`config.mk`:
```
export PLATFORM = sky130hd
export DESIGN_NAME = dimlamp_ctrl
export DESIGN_NICKNAME = d
export VERILOG_FILES = /design/src/rtl/lamp_pkg.sv /design/src/rtl/lamp_elapsed.sv /design/src/rtl/lamp_fsm.sv /design/src/rtl/lamp_decode.sv /design/src/rtl/dimlamp_ctrl.sv
export SDC_FILE = /design/constraint.sdc
export NUM_CORES = 1
export LEC_CHECK = 0
export BUFFER_PORTS_ARGS = -buffer_cell sky130_fd_sc_hd__buf_2
export CAP_MARGIN = 20
export CORE_AREA = 2 2 39 41
export CTS_CLUSTER_DIAMETER = 40
export DETAILED_ROUTE_END_ITERATION = 12
export DIE_AREA = 0 0 41 43
export SYNTH_ARGS = -nofsm -noshare
export SYNTH_HDL_FRONTEND = slang
export SYNTH_SLANG_ARGS = --single-unit
```
`constraint.sdc`:
```
create_clock -name clk -period 2.13 [get_ports clk]
set_clock_uncertainty 0.2 [all_clocks]
set_input_delay 0.213 -clock clk [delete_from_list [all_inputs] [get_ports clk]]
set_output_delay 0.213 -clock clk [all_outputs]
set_load 0.01 [all_outputs]
```
`src/rtl/lamp_pkg.sv`:
```
package lamp_pkg;
  typedef enum logic [1:0] {
    LVL_OFF    = 2'b00,
    LVL_LOW    = 2'b01,
    LVL_BRIGHT = 2'b10
  } lvl_e;
endpackage

```
`src/rtl/lamp_elapsed.sv`:
```
module lamp_elapsed #(
  parameter int CNT_W = 4
) (
  input  logic             clk,
  input  logic             rst_n,
  input  logic             clear_i,
  input  logic             tick_i,
  output logic [CNT_W-1:0] count_o
);
  localparam logic [CNT_W-1:0] CNT_MAX = {CNT_W{1'b1}};

  logic [CNT_W-1:0] cnt_q, cnt_d;
  logic             cnt_en;
  logic             at_max;

  assign at_max = (cnt_q == CNT_MAX);

  always_comb begin
    cnt_d  = cnt_q;
    cnt_en = 1'b0;
    if (clear_i) begin
      cnt_d  = '0;
      cnt_en = 1'b1;
    end else if (tick_i && !at_max) begin
      cnt_d  = cnt_q + 1'b1;
      cnt_en = 1'b1;
    end
  end

  always_ff @(posedge clk or negedge rst_n) begin
    if (!rst_n)      cnt_q <= '0;
    else if (cnt_en) cnt_q <= cnt_d;
  end

  assign count_o = cnt_q;

  // a clear request leaves the count at zero
  p_clear_zero_r6: assert property (@(posedge clk) disable iff (!rst_n)
    clear_i |=> (count_o == '0));

  // a tick below the ceiling advances by exactly one
  p_tick_step_r6: assert property (@(posedge clk) disable iff (!rst_n)
    (tick_i && !clear_i && count_o != CNT_MAX) |=> (count_o == $past(count_o) + 1'b1));

  // at the ceiling the count holds
  p_sat_hold_r7: assert property (@(posedge clk) disable iff (!rst_n)
    (count_o == CNT_MAX && !clear_i) |=> (count_o == CNT_MAX));
endmodule

```
`src/rtl/lamp_fsm.sv`:
```
module lamp_fsm
  import lamp_pkg::*;
#(
  parameter int CNT_W  = 4,
  parameter int WINDOW = 5
) (
  input  logic             clk,
  input  logic             rst_n,
  input  logic             press_i,
  input  logic [CNT_W-1:0] count_i,
  output lvl_e             state_o,
  output logic             clear_o
);
  localparam logic [CNT_W-1:0] WIN_LIM = CNT_W'(WINDOW);

  lvl_e state_q, state_d;
  logic in_window;

  assign in_window = (count_i < WIN_LIM);

  always_comb begin
    state_d = state_q;
    if (press_i) begin
      unique case (state_q)
        LVL_OFF:    state_d = LVL_LOW;
        LVL_LOW:    state_d = in_window ? LVL_BRIGHT : LVL_OFF;
        LVL_BRIGHT: state_d = LVL_OFF;
        default:    state_d = LVL_OFF;
      endcase
    end
  end

  always_ff @(posedge clk or negedge rst_n) begin
    if (!rst_n)       state_q <= LVL_OFF;
    else if (press_i) state_q <= state_d;
  end

  assign clear_o = press_i && (state_q == LVL_OFF);
  assign state_o = state_q;


  p_off_to_low_r2: assert property (@(posedge clk) disable iff (!rst_n)
    (press_i && state_o == LVL_OFF) |=> (state_o == LVL_LOW));


  p_fast_bright_r3: assert property (@(posedge clk) disable iff (!rst_n)
    (press_i && state_o == LVL_LOW && count_i < WIN_LIM) |=> (state_o == LVL_BRIGHT));


  p_slow_off_r4: assert property (@(posedge clk) disable iff (!rst_n)
    (press_i && state_o == LVL_LOW && count_i >= WIN_LIM) |=> (state_o == LVL_OFF));


  p_bright_off_r5: assert property (@(posedge clk) disable iff (!rst_n)
    (press_i && state_o == LVL_BRIGHT) |=> (state_o == LVL_OFF));


  p_hold_r10: assert property (@(posedge clk) disable iff (!rst_n)
    !press_i |=> $stable(state_o));
endmodule

```
`src/rtl/lamp_decode.sv`:
```
module lamp_decode
  import lamp_pkg::*;
(
  input  lvl_e        state_i,
  output logic [1:0]  level_o,
  output logic        low_en_o,
  output logic        bright_en_o
);
  always_comb begin
    level_o     = state_i;
    low_en_o    = (state_i == LVL_LOW);
    bright_en_o = (state_i == LVL_BRIGHT);
  end


  always_comb begin
    p_enables_excl_r9: assert (!(low_en_o && bright_en_o));
  end
endmodule

```
`src/rtl/dimlamp_ctrl.sv`:
```
module dimlamp_ctrl
  import lamp_pkg::*;
#(
  parameter int CNT_W  = 4,
  parameter int WINDOW = 5
) (
  input  logic       clk,
  input  logic       rst_n,
  input  logic       press_i,
  input  logic       tick_i,
  output logic [1:0] level_o,
  output logic       low_en_o,
  output logic       bright_en_o
);
  localparam int SYNC_STAGES = 2;

  logic [SYNC_STAGES-1:0] rst_sync_q;
  logic                   rst_int_n;
  logic [CNT_W-1:0]       count;
  logic                   clear;
  lvl_e                   state;

  always_ff @(posedge clk or negedge rst_n) begin
    if (!rst_n) rst_sync_q <= '0;
    else        rst_sync_q <= {rst_sync_q[SYNC_STAGES-2:0], 1'b1};
  end
  assign rst_int_n = rst_sync_q[SYNC_STAGES-1];

  lamp_elapsed #(.CNT_W(CNT_W)) u_elapsed (
    .clk     (clk),
    .rst_n   (rst_int_n),
    .clear_i (clear),
    .tick_i  (tick_i),
    .count_o (count)
  );

  lamp_fsm #(.CNT_W(CNT_W), .WINDOW(WINDOW)) u_fsm (
    .clk     (clk),
    .rst_n   (rst_int_n),
    .press_i (press_i),
    .count_i (count),
    .state_o (state),
    .clear_o (clear)
  );

  lamp_decode u_decode (
    .state_i     (state),
    .level_o     (level_o),
    .low_en_o    (low_en_o),
    .bright_en_o (bright_en_o)
  );


  p_reset_off_r1: assert property (@(posedge clk)
    !rst_int_n |=> (level_o == 2'b00 || !rst_int_n));
endmodule

```
==> results of run 1 <==
==> final cells by class <==
type | count | area share [%]
Clock buffer | 3 | 4.62
Inverter | 7 | 5.38
Multi-Input combinational cell | 24 | 31.5
Sequential cell | 8 | 41.0
Tap cell | 16 | 4.10
Timing Repair Buffer | 10 | 13.3
==> routing by layer <==
layer  global-route usage [%]  up-vias
li1                         -      158
met1                     10.2      136
met2                     9.69        7
met3                     1.57        0
met4                     6.00        0
met5                        0        -
==> cells in the mapped netlist (all sizes together) <==
library cell,n
ha,2
nor2,2
o21ai,4
conb,1
o21bai,1
nand2,1
and3,2
and4bb,1
a211oi,2
nand4,1
inv,7
nor3,2
a21oi,2
nand3,3
dfrtp,8
==> state kept, by name, summed over array words and instances, names as in the netlist <==
register	flops
u_fsm.state_o	2
rst_sync_q	2
u_elapsed.count_o	4
==> per-stage QoR <==
step | cell area [µm²] | cells | setup slack, ps | power, W | hold slack, ps
after floorplan | 380 | 39 | 845 | 0.000380 | -283
after global placement | 435 | 62 | 803 | 0.000450 | -200
after detailed placement | 435 | 62 | 783 | 0.000452 | -199
after CTS | 488 | 68 | 767 | 0.000571 | 64.3
after global routing | 488 | 68 | 667 | 0.000611 | 72.4
final | 488 | 68 | 769 | 0.000559 | 77.4
==> where the power goes <==
group	switching, W	total [W]	leakage (nW)	internal [W]
Clock	0.0000453	0.000109	0.0138	0.0000641
Combinational	0.000109	0.000202	0.119	0.0000925
Sequential	0.0000456	0.000248	0.101	0.000202
==> logic make-up after synthesis <==
logic type,count (synthesis),synth area share [%]
flip-flops,8,52.6
adder cells (fa/ha/maj),2,6.58
AND/OR/NAND/NOR,12,19.1
AO/OA/AOI/OAI,9,13.8
buffers and inverters,7,6.91
other,1,0.986
==> cells in the final DEF (no fill, tap or decap) <==
cell           n
dfrtp_1        8
inv_1          7
buf_2          7
nand3_1        3
o21ai_0        3
clkbuf_4       3
dlygate4sd3_1  3
nor2_1         2
nor3_1         2
a211oi_1       2
a21oi_1        2
ha_1           2
nand2_1        1
and3_4         1
and3_1         1
o21ai_1        1
o21bai_1       1
and4bb_2       1
nand4_1        1
conb_1         1
==> timing repair <==
item	in CTS	in global routing
hold buffers	3	0
endpoints found under the hold margin	10	0
resized for setup	0	0
buffers inserted	0	0
==> worst max-delay path, stage by stage, from the launching register on <==
cell and delay (ps):
dfrtp_1 400, ha_1 250, and3_1 170, o21ai_0 140
a21oi_1 80
==> worst paths after layout <==
check                      slack (ps)              endpoint  cells past startpoint                  from
max                               770  u_elapsed.count_o[0]                      4  u_elapsed.count_o[0]
min                                80         rst_sync_q[0]                      2                 rst_n
max reg2reg                       770  u_elapsed.count_o[0]                      4  u_elapsed.count_o[0]
min reg2reg                       150         rst_sync_q[1]                      0         rst_sync_q[0]
max in group asynchronous        1090  u_elapsed.count_o[1]                      1         rst_sync_q[1]
min in group clk                   80  u_elapsed.count_o[0]                      3                tick_i
==> flow_summary.yaml, run 1 <==
floorplanning:
  initial_utilization_pct: 27.5
  core_area_um2: 1380
  placementRows: 14
  floorplan.die_area_um2: 1760
  die_x_um: 41
  dieHeight_um: 43
  boundaryPins: 8
global_route:
  antenna_found_initial: 0
  grt.overflow.total: 0
  global_route.usage.total_pct: 7.45
  maximum_number_of_pins_on_one_net_before_global_route_repair: 7
  grt_first_pass_wirelength_um: 848
  via_count_of_the_first_global_routing_pass: 244
placed_design:
  weighted_congestion_reported_at_the_end_of_routability_driven_placement: 0.736
  hpwl_um: 509
  port_buffers: 7
cts:
  cts_htree_levels: 1
  cts_tree: "built"
  path_clk_slew_ps: 50
  cts-root-buf: "clkbuf_4"
  cts.sink_count: 8
  cts_inserted_buffers: 3
  clkLatencyLatePin_ps: 250
  maximum_clock_insertion_buffer_count: 2
pwr:
  power.density_cell_area_nw_per_um2: 1150
  ir_worst_vdd_mv: 0.379
  leakagePower_nw: 0.234
worst_setup_path:
  worst_setup_path_end_kind: "flop"
  timing.critical_path.from_type: "flop"
  worstPathMaxFanout: 4
  worst-setup-path-type: "reg2reg"
  cp.arrival_ps: 1280
  cp.required_ps: 2050
drt:
  detail-route-antenna-nets: 0
  post_drt_wl_per_cell_um: 9.35
  routed.top_layer: "met3"
  wl_met2_um: 279
  initialDrtViolationCount: 2
  drc_errors: 0
  wirelength_met1_um: 327
  drt_pass1_iterations: 2
  routed_wirelength_um: 636
  met3_length_um: 29
  detailroute.via_count: 301
  viasPerCell: 4.43
logic_synthesis:
  synth_cells: 39
  yosys_register_bits: 8
  synth_warnings: 0
  postSynthNetCount: 45
  mapped_avg_cell_area_um2: 9.75
  area_contributors_post_synth: "dfrtp_1 (53%), inv_1 (6.9%), ha_1 (6.6%)"
  synth_top_area_cell: "dfrtp_1"
  synth.distinct_cells: 17
  post-synth-top-area-fraction_pct: 52.6
  synth.cell_area_um2: 380
  yosysSeqAreaShare_pct: 52.6
timing:
  rsz0062_at_grt: "false"
  achievable-frequency_mhz: 735
  finalSetupViolCount: 0
  hold_violations: 0
  final_min_period_over_clock_period_pct: 63.9
  timing.final.max_slew_violations: 0
  tns_ps: 0
  fin_crit_ps: 1360
cells_and_area:
  fill_cells: 150
  seq_area_um2: 200
  layout.core_utilization_pct: 35.3
  ratio_of_cells_with_drive_above_1_in_the_final_layout_pct: 23.1
  flow.area_growth_from_synthesis_pct: 28.3
  multi_input_comb_area_um2: 154
  antenna_cells_inserted: 0
  final_nets: 60
min_path:
  hold_class: "in2async"
status:
  outcome: "completed"
job:
  cap_viol_max_count: 0
(Power assumes the default switching activity.)
==> inputs of run 2 (changes only) <==
==> constraint.sdc (replaced) <==
create_clock -name clk -period 1.4 [get_ports clk]
set_clock_uncertainty 0.2 [all_clocks]
set_input_delay 0.14 -clock clk [delete_from_list [all_inputs] [get_ports clk]]
set_output_delay 0.14 -clock clk [all_outputs]
set_load 0.01 [all_outputs]
==> run 2 against run 1 <==
  * Sequential cell count unchanged
  * Total power grew 58%
  * Clock-buffer cell count is the same
  * Maximum frequency up 5.2%
  * First-iteration DRC count stayed put
  * Core utilization grew 2.2 points
==> flow_summary.yaml, run 2 (synthesized netlist as in run 1, its figures left out) <==
status:
  outcome: "completed"
timing:
  final_min_period_over_clock_period_pct: 92.4
  rsz0062_at_grt: "false"
  hold_violations: 0
  tns_ps: 0
  fin_worst_hold_slack_ps: 148
  finalSetupViolCount: 0
  fin_crit_ps: 1290
  achievable-frequency_mhz: 773
  timing.final.max_slew_violations: 0
cells_and_area:
  layout.cells.most_common: "dfrtp_1"
  layout.core_utilization_pct: 37.4
  fill_cells: 138
  post_route_design_area_um2: 518
  antenna_cells_inserted: 0
  final_nets: 63
  ratio_of_cells_with_drive_above_1_in_the_final_layout_pct: 25.5
  flow.area_growth_from_synthesis_pct: 36.2
  largest_register_ff_count: 4
  mostFrequentLayoutCells: "dfrtp_1 (8), inv_1 (7), buf_2 (7)"
  final-instance-count-excl-fill: 71
drt:
  routed.top_layer: "met3"
  viasPerCell: 4.42
  wl_met2_um: 284
  detail-route-antenna-nets: 0
  wirelength_met1_um: 339
  drt_pass1_iterations: 4
  detailroute.via_count: 314
  routed_wirelength_um: 659
  initialDrtViolationCount: 2
  met3_length_um: 35
  post_drt_wl_per_cell_um: 9.28
  drc_errors: 0
cts:
  maximum_clock_insertion_buffer_count: 2
  cts_htree_levels: 1
  path_clk_slew_ps: 50
  cts-root-buf: "clkbuf_4"
  cts_inserted_buffers: 3
  cts_tree: "built"
  cts.sink_count: 8
  clkLatencyLatePin_ps: 240
placed_design:
  place.detailed.instances: 63
  hpwl_um: 524
  port_buffers: 7
  weighted_congestion_reported_at_the_end_of_routability_driven_placement: 0.756
  placed_cell_area_um2: 443
worst_setup_path:
  worst_path_largest_cell_delay_ps: 400
  critical-path-slowest-cell: "dfrtp_1"
  cp.required_ps: 1330
  worst_setup_path_end_kind: "flop"
  cp.arrival_ps: 1220
  worstPathMaxFanout: 4
  timing.critical_path.from_type: "flop"
  worst-setup-path-type: "reg2reg"
  series_of_cell_instances_along_the_critical_path: "ha_2, and3_1, o21ai_1, a21oi_1"
global_route:
  antenna_found_initial: 0
  grt.overflow.total: 0
  via_count_of_the_first_global_routing_pass: 248
  maximum_number_of_pins_on_one_net_before_global_route_repair: 7
  global_route.usage.total_pct: 8.56
  grt_first_pass_wirelength_um: 993
floorplanning:
  die_x_um: 41
  floorplan.die_area_um2: 1760
  initial_utilization_pct: 27.5
  core_area_um2: 1380
  placementRows: 14
  boundaryPins: 8
  dieHeight_um: 43
pwr:
  power.density_cell_area_nw_per_um2: 1700
  leakagePower_nw: 0.246
  ir_worst_vdd_mv: 0.809
job:
  cap_viol_max_count: 0
min_path:
  hold_class: "reg2reg"
## run 2: cell count changes in the layout (fill, tap and decap cells not counted)
cell,previous run,this run
buf_4,0,1
ha_1,2,1
o21ai_0,3,2
o21ai_1,1,2
ha_2,0,1
dlygate4sd3_1,3,5
## run 2: area by class of cell
cell class	count	area, µm²	area share (%)
clock buffers	3	22.5	4.35
inverters	7	26.3	5.07
multi-input cells	24	156	30.2
flip-flops and latches	8	200	38.6
well taps	16	20.0	3.86
repair buffers	13	92.6	17.9
## run 2: critical path: cells and delay by family, from the launching register on
kind / cells / cell delay [ps]
AO/OA/AOI/OAI: 2 / 210
adder cells (fa/ha/maj): 1 / 210
AND/OR/NAND/NOR: 1 / 160
flip-flops: 1 / 400
## run 2: layer usage
layer,vias to the layer above,GRT usage (%)
li1,165,-
met1,140,12.2
met2,9,10.3
met3,0,3.14
met4,0,6.00
met5,-,0
## run 2: worst paths after layout
| check | depth (start not counted) | start | slack, ps | to |
|---|---|---|---|---|
| setup / recovery | 4 | u_elapsed.count_o[0] | 110 | u_elapsed.count_o[1] |
| hold / removal | 0 | rst_sync_q[0] | 150 | rst_sync_q[1] |
| setup reg to reg | 4 | u_elapsed.count_o[0] | 110 | u_elapsed.count_o[1] |
| hold reg to reg | 0 | rst_sync_q[0] | 150 | rst_sync_q[1] |
| max in group asynchronous | 3 | rst_n | 330 | rst_sync_q[0] |
| min in group asynchronous | 1 | rst_sync_q[1] | 430 | u_fsm.state_o[0] |
## run 2: metrics by stage
step,total power [W],setup WS [ps]
after floorplan,0.000577,115
after global placement,0.000705,73.8
after detailed placement,0.000708,72.6
after CTS,0.000891,57.3
after global routing,0.000961,25.9
final,0.000881,106
## run 2: what timing repair did
| item | in CTS | in global routing |
|---|---|---|
| setup buffers | 0 | 0 |
| gates resized for setup | 0 | 2 |
| hold buffers | 5 | 0 |
| setup endpoints to repair | 0 | 2 |
| endpoints found under the hold margin | 11 | 0 |
## run 2: power breakdown
| group | internal (W) | switching, W |
|---|---|---|
| clock | 0.0000974 | 0.0000681 |
| combinational | 0.000164 | 0.000179 |
| sequential | 0.000308 | 0.0000648 |
| total | 0.000569 | 0.000312 |
